--- src/rtl/rec_pkg.sv ---
package rec_pkg;
  typedef enum logic [1:0] {
    SEV_COR      = 2'd0,
    SEV_NONFATAL = 2'd1,
    SEV_FATAL    = 2'd2,
    SEV_RSVD     = 2'd3
  } sev_e;

  localparam int STS_W = 7;
  localparam int CMD_W = 3;

  localparam int ST_COR      = 0;
  localparam int ST_MULTI_COR = 1;
  localparam int ST_UNC      = 2;
  localparam int ST_MULTI_UNC = 3;
  localparam int ST_FIRST_FAT = 4;
  localparam int ST_NONFATAL = 5;
  localparam int ST_FATAL    = 6;

  // received bits of the status word mapped onto command enable positions
  function automatic logic [CMD_W-1:0] rcv_to_en(input logic [STS_W-1:0] s);
    return {s[ST_FATAL], s[ST_NONFATAL], s[ST_COR]};
  endfunction
endpackage

--- src/rtl/rec_status_upd.sv ---
module rec_status_upd
  import rec_pkg::*;
#(
  parameter int SRC_W = 16
) (
  input  logic [STS_W-1:0] sts_q,
  input  logic [STS_W-1:0] clr_mask,
  input  logic             msg_valid,
  input  logic [1:0]       msg_sev,
  input  logic [SRC_W-1:0] msg_src,
  input  logic [SRC_W-1:0] cor_src_q,
  input  logic [SRC_W-1:0] unc_src_q,
  output logic [STS_W-1:0] eff_sts,
  output logic [STS_W-1:0] sts_d,
  output logic [SRC_W-1:0] cor_src_d,
  output logic [SRC_W-1:0] unc_src_d
);
  logic is_cor, is_unc, is_fat;

  always_comb begin
    is_cor = msg_valid && (msg_sev == SEV_COR);
    is_fat = msg_valid && (msg_sev == SEV_FATAL);
    is_unc = msg_valid && ((msg_sev == SEV_NONFATAL) || (msg_sev == SEV_FATAL));
  end

  always_comb begin
    eff_sts   = sts_q & ~clr_mask;
    sts_d     = eff_sts;
    cor_src_d = cor_src_q;
    unc_src_d = unc_src_q;

    if (is_cor) begin
      if (eff_sts[ST_COR]) sts_d[ST_MULTI_COR] = 1'b1;
      else                 cor_src_d = msg_src;
      sts_d[ST_COR] = 1'b1;
    end

    if (is_unc) begin
      if (msg_sev == SEV_NONFATAL) sts_d[ST_NONFATAL] = 1'b1;
      if (is_fat) begin
        if (!eff_sts[ST_UNC]) sts_d[ST_FIRST_FAT] = 1'b1;
        sts_d[ST_FATAL] = 1'b1;
      end
      if (eff_sts[ST_UNC]) sts_d[ST_MULTI_UNC] = 1'b1;
      else                 unc_src_d = msg_src;
      sts_d[ST_UNC] = 1'b1;
    end
  end
endmodule

--- src/rtl/rec_irq_gen.sv ---
module rec_irq_gen
  import rec_pkg::*;
(
  input  logic [STS_W-1:0] sts_q,
  input  logic [STS_W-1:0] eff_sts,
  input  logic [CMD_W-1:0] cmd_q,
  input  logic             cmd_we,
  input  logic [CMD_W-1:0] cmd_wdata,
  input  logic             msg_valid,
  input  logic [1:0]       msg_sev,
  input  logic             msi_en,
  output logic             irq_level,
  output logic             msi_fire
);
  logic [CMD_W-1:0] sev_hot;
  logic [CMD_W-1:0] cond_now;
  logic [CMD_W-1:0] cond_eff_old;
  logic [CMD_W-1:0] cond_eff_new;
  logic             msg_fire, cmd_fire;

  always_comb begin
    sev_hot      = msg_valid ? (CMD_W'(1) << msg_sev) : '0;
    cond_now     = rcv_to_en(sts_q) & cmd_q;
    cond_eff_old = rcv_to_en(eff_sts) & cmd_q;
    cond_eff_new = rcv_to_en(eff_sts) & cmd_wdata;
    irq_level    = !msi_en && (|cond_now);
    msg_fire     = (|(sev_hot & cmd_q)) && !(|cond_eff_old);
    cmd_fire     = cmd_we && !(|cond_eff_old) && (|cond_eff_new);
    msi_fire     = msi_en && (msg_fire || cmd_fire);
  end
endmodule

--- src/rtl/root_err_collector.sv ---
module root_err_collector
  import rec_pkg::*;
#(
  parameter int SRC_W = 16,
  parameter int VEC_W = 5
) (
  input  logic             clk,
  input  logic             rst_n,
  input  logic             msg_valid,
  input  logic [1:0]       msg_sev,
  input  logic [SRC_W-1:0] msg_src,
  input  logic             cmd_we,
  input  logic [CMD_W-1:0] cmd_wdata,
  input  logic             sts_clr_we,
  input  logic [STS_W-1:0] sts_clr_mask,
  input  logic             msi_en,
  input  logic             vec_we,
  input  logic [VEC_W-1:0] vec_din,
  output logic [CMD_W-1:0] root_cmd,
  output logic [STS_W-1:0] root_sts,
  output logic [SRC_W-1:0] cor_src,
  output logic [SRC_W-1:0] uncor_src,
  output logic             irq_level,
  output logic             msi_req,
  output logic [VEC_W-1:0] msi_vec
);
  logic [STS_W-1:0] sts_q, sts_d, eff_sts, clr_mask;
  logic [SRC_W-1:0] cor_q, cor_d, unc_q, unc_d;
  logic [CMD_W-1:0] cmd_q, cmd_d;
  logic [VEC_W-1:0] vec_q, vec_d;
  logic             msi_q, msi_fire;

  always_comb begin
    clr_mask = sts_clr_we ? sts_clr_mask : '0;
    cmd_d    = cmd_we ? cmd_wdata : cmd_q;
    vec_d    = vec_we ? vec_din : vec_q;
  end

  rec_status_upd #(.SRC_W(SRC_W)) u_upd (
    .sts_q     (sts_q),
    .clr_mask  (clr_mask),
    .msg_valid (msg_valid),
    .msg_sev   (msg_sev),
    .msg_src   (msg_src),
    .cor_src_q (cor_q),
    .unc_src_q (unc_q),
    .eff_sts   (eff_sts),
    .sts_d     (sts_d),
    .cor_src_d (cor_d),
    .unc_src_d (unc_d)
  );

  rec_irq_gen u_irq (
    .sts_q     (sts_q),
    .eff_sts   (eff_sts),
    .cmd_q     (cmd_q),
    .cmd_we    (cmd_we),
    .cmd_wdata (cmd_wdata),
    .msg_valid (msg_valid),
    .msg_sev   (msg_sev),
    .msi_en    (msi_en),
    .irq_level (irq_level),
    .msi_fire  (msi_fire)
  );

  always_ff @(posedge clk or negedge rst_n) begin
    if (!rst_n) begin
      sts_q <= '0;
      cor_q <= '0;
      unc_q <= '0;
      cmd_q <= '0;
      vec_q <= '0;
      msi_q <= 1'b0;
    end else begin
      sts_q <= sts_d;
      cor_q <= cor_d;
      unc_q <= unc_d;
      cmd_q <= cmd_d;
      vec_q <= vec_d;
      msi_q <= msi_fire;
    end
  end

  assign root_cmd  = cmd_q;
  assign root_sts  = sts_q;
  assign cor_src   = cor_q;
  assign uncor_src = unc_q;
  assign msi_req   = msi_q;
  assign msi_vec   = vec_q;

  // repeat correctable marks multiple
  a_r2_multi_cor: assert property (@(posedge clk) disable iff (!rst_n)
    (msg_valid && msg_sev == SEV_COR && root_sts[ST_COR] && !clr_mask[ST_COR])
      |=> root_sts[ST_MULTI_COR] && $stable(cor_src));
  // repeat uncorrectable keeps the first source
  a_r4_keep_unc_src: assert property (@(posedge clk) disable iff (!rst_n)
    (msg_valid && (msg_sev == SEV_NONFATAL || msg_sev == SEV_FATAL) &&
     root_sts[ST_UNC] && !clr_mask[ST_UNC])
      |=> root_sts[ST_MULTI_UNC] && $stable(uncor_src));
  // reserved severity ignored
  a_r5_rsvd_ignored: assert property (@(posedge clk) disable iff (!rst_n)
    (msg_valid && msg_sev == SEV_RSVD && !sts_clr_we)
      |=> $stable(root_sts) && $stable(cor_src) && $stable(uncor_src));
  // requests only in message interrupt mode
  a_r6_msi_mode: assert property (@(posedge clk) disable iff (!rst_n)
    msi_req |-> $past(msi_en));
  // level line silent when message interrupts enabled
  a_r7_level_off: assert property (@(posedge clk) disable iff (!rst_n)
    msi_en |-> !irq_level);
  // command holds without a write
  a_r11_cmd_hold: assert property (@(posedge clk) disable iff (!rst_n)
    !cmd_we |=> $stable(root_cmd));
endmodule

--- config.mk ---
export PLATFORM = sky130hd
export DESIGN_NAME = root_err_collector
export DESIGN_NICKNAME = d
export VERILOG_FILES = /design/src/rtl/rec_pkg.sv /design/src/rtl/rec_status_upd.sv /design/src/rtl/rec_irq_gen.sv /design/src/rtl/root_err_collector.sv
export SDC_FILE = /design/constraint.sdc
export NUM_CORES = 1
export LEC_CHECK = 0
export BUFFER_PORTS_ARGS = -buffer_cell sky130_fd_sc_hd__buf_2
export CAP_MARGIN = 20
export CORE_UTILIZATION = 50
export DETAILED_ROUTE_END_ITERATION = 10
export PLACE_DENSITY = 0.9
export SLEW_MARGIN = 20
export SYNTH_ARGS = -nofsm -noshare
export SYNTH_HDL_FRONTEND = slang
export SYNTH_SLANG_ARGS = --single-unit
--- constraint.sdc ---
create_clock -name clk -period 3.9 [get_ports clk]
set_input_delay 0.195 -clock clk [delete_from_list [all_inputs] [get_ports clk]]
set_output_delay 0.195 -clock clk [all_outputs]
set_load 0.01 [all_outputs]
==> results_dict.tcl <==
set metrics [dict create \
    setup.worst_path.start_class "flop" \
    synth.top_cell.area_share 0.598 \
    drc_errors 0 \
    ys_top_cells_by_area "dfrtp_1 (60%), mux2_2 (17%), mux2_4 (7.5%)" \
    root_buffer "clkbuf_8" \
    seq_area_frac_synth 0.598 \
    syn_nets 171 \
    leakage_nw 1.27 \
    cts_tree "built" \
    synthCells 128 \
    synth-main-ff-cell "dfrtp_1" \
    drive_gt1_frac 0.633 \
    diodes 0 \
    worst_ep_arrival_time_ns 1.78 \
    cts_resized 0 \
    via_count 1401 \
    firstDrtPassIters 4 \
    yosysWarningCount 0 \
    routabilityCongestion 0.750 \
    power_density_nw_per_um2 512 \
    n_fill_cell 286 \
    rsz0062_at_grt "no" \
    totalWireLength_mm 3.79 \
    io_pins 89 \
    synthesis.area_um2 2010 \
    fin_area_um2 2560 \
    synth.avg_cell_area_um2 15.7 \
    worst_pin_slew_ns 0.595 \
    slew_headroom 0.603 \
    fin_crit_sh 0.412 \
    ant_nets 0 \
    fmax_mhz 623 \
    die_width_um 65.4 \
    synth_seq_cells 48 \
    h-tree-depth 2 \
    synth.most_common_cell "dfrtp_1" \
    maxCapViolations 0 \
    synth_common_cells "dfrtp_1 (48), mux2_2 (30), mux2_4 (10)" \
    die_height_um 65.4 \
    synth_area_leader_cell "dfrtp_1" \
    ys_types 27 \
    crit_required_ns 4.08 \
    path_clk_slew_ns 0.08 \
    cts_buffers 5 \
    fin_crit_ns 1.61 \
    status "completed" \
    vdd_drop_max_mv 0.204 \
    grt_first_pass_wirelength_mm 6.24 \
    core_area_um2 3740 \
    clock-sinks 48 \
    overflow 0 \
    multi_input_area_um2 761 \
    regArea_um2 1200 \
    synth_edf_count 0 \
    insertion_delay_ns 0.29 \
    port_buffers 88 \
    holdWs_ns 0.133 \
    hold_class "in -> reg" \
    rows 22 \
    finalSetupViolCount 0 \
    reg2reg_setup_slack_ns 2.29 \
    clock_path_buffers 2 \
    async_flop_share 1.00 \
    fin_tns_setup_ns 0 \
    grt_max_degree 49 \
    fin_nets 264 \
    finalHoldViolations 0 \
    grt_pass1_vias 1363 \
    avgViaCountPerCell 5.21 \
    dp.final_hpwl_mm 2.87 \
    area_delta_synth_final_pct 27.4 \
    finClkSkew_ns 0.00267 \
    slew_violations 0 \
    start_util 0.537 \
    die-area_um2 4280 \
    cp-end-kind "flop" \
    antenna_found_initial 0 \
    worst-setup-path-type "reg -> reg" \
    place_area_um2 2470 \
    worstPathMaxFanout 16 \
    wl_per_cell_um 14.1 \
    grt_usage 0.196 \
    drt_iter0_markers 74 \
]
## through the flow
step	total power, mW	setup WS, ns	util	instances
after floorplan	0.881	2.41	-	128
after global placement	1.04	2.18	0.660	261
after detailed placement	1.06	2.11	0.660	261
after CTS	1.33	2.28	0.680	268
after global routing	1.39	2.24	0.684	269
final	1.31	2.29	0.684	269
## placed cells by master, fill, tap and decap left out
master,instances
inv_1,2
nand3_1,2
nor2b_1,1
clkbuf_1,1
a21boi_4,1
a32o_1,1
nor2_1,1
o221ai_1,1
a21boi_0,2
a222oi_1,2
o2111a_1,1
a31oi_1,1
mux2_4,10
dfrtp_1,48
buf_4,1
a21boi_2,1
a22oi_1,2
a21boi_1,1
clkbuf_8,5
o21ai_0,1
a21o_1,1
a31o_2,2
nand2_1,7
ha_1,3
nand2b_1,2
dlygate4sd3_1,1
mux2_2,30
buf_2,87
clkinv_2,1
nor2_4,2
## what timing repair did
action,CTS,global route
hold buffers,0,1
setup endpoints to repair,0,0
setup buffers,0,0
endpoints found under the hold margin,0,48
## cells by family after synthesis
group / after synthesis / share of synthesized area
flops: 48 / 0.598
buf+inv: 5 / 0.0237
compound gates: 17 / 0.0766
fa+ha+maj: 3 / 0.0187
simple gates: 15 / 0.0405
mux: 40 / 0.243
## sequential cells by signal, indices dropped and copies added, names as in the netlist
signal	cells
uncor_src	16
root_sts	7
cor_src	16
msi_vec	5
msi_req	1
root_cmd	3
## final cells by class
type	instances	share of cell area
Clock buffer	6	0.0283
Clock inverter	1	0.00196
Inverter	2	0.00293
Multi-Input combinational cell	75	0.297
Sequential cell	48	0.469
Tap cell	48	0.0235
Timing Repair Buffer	89	0.177
## worst max-delay path, cell delays in order, from the launching register on
cell and delay, ns:
dfrtp_1 0.41, a21boi_4 0.17, nor2_4 0.49, mux2_2 0.41
## where the power goes
group	leakage, nW	internal, mW	switching (mW)
Combinational	0.656	0.202	0.168
Sequential	0.574	0.608	0.0616
Clock	0.0410	0.122	0.148
Total	1.27	0.932	0.378
## final timing paths
kind | depth (start not counted) | startpoint | end
worst max-delay path | 3 | root_sts[0] | cor_src[4]
worst min-delay path | 2 | vec_din[3] | msi_vec[3]
worst max register to register | 3 | root_sts[0] | cor_src[4]
worst min register to register | 1 | root_sts[1] | root_sts[1]
max in group asynchronous | 2 | rst_n | uncor_src[11]
min in group asynchronous | 2 | rst_n | msi_vec[3]
## per-layer routing
layer  wire (um)  global-route usage
met3         273              0.0521
met5           0                   0
met4          23              0.0652
met2        1800               0.322
met1        1690               0.250
Power figures use the tool's default switching activity.
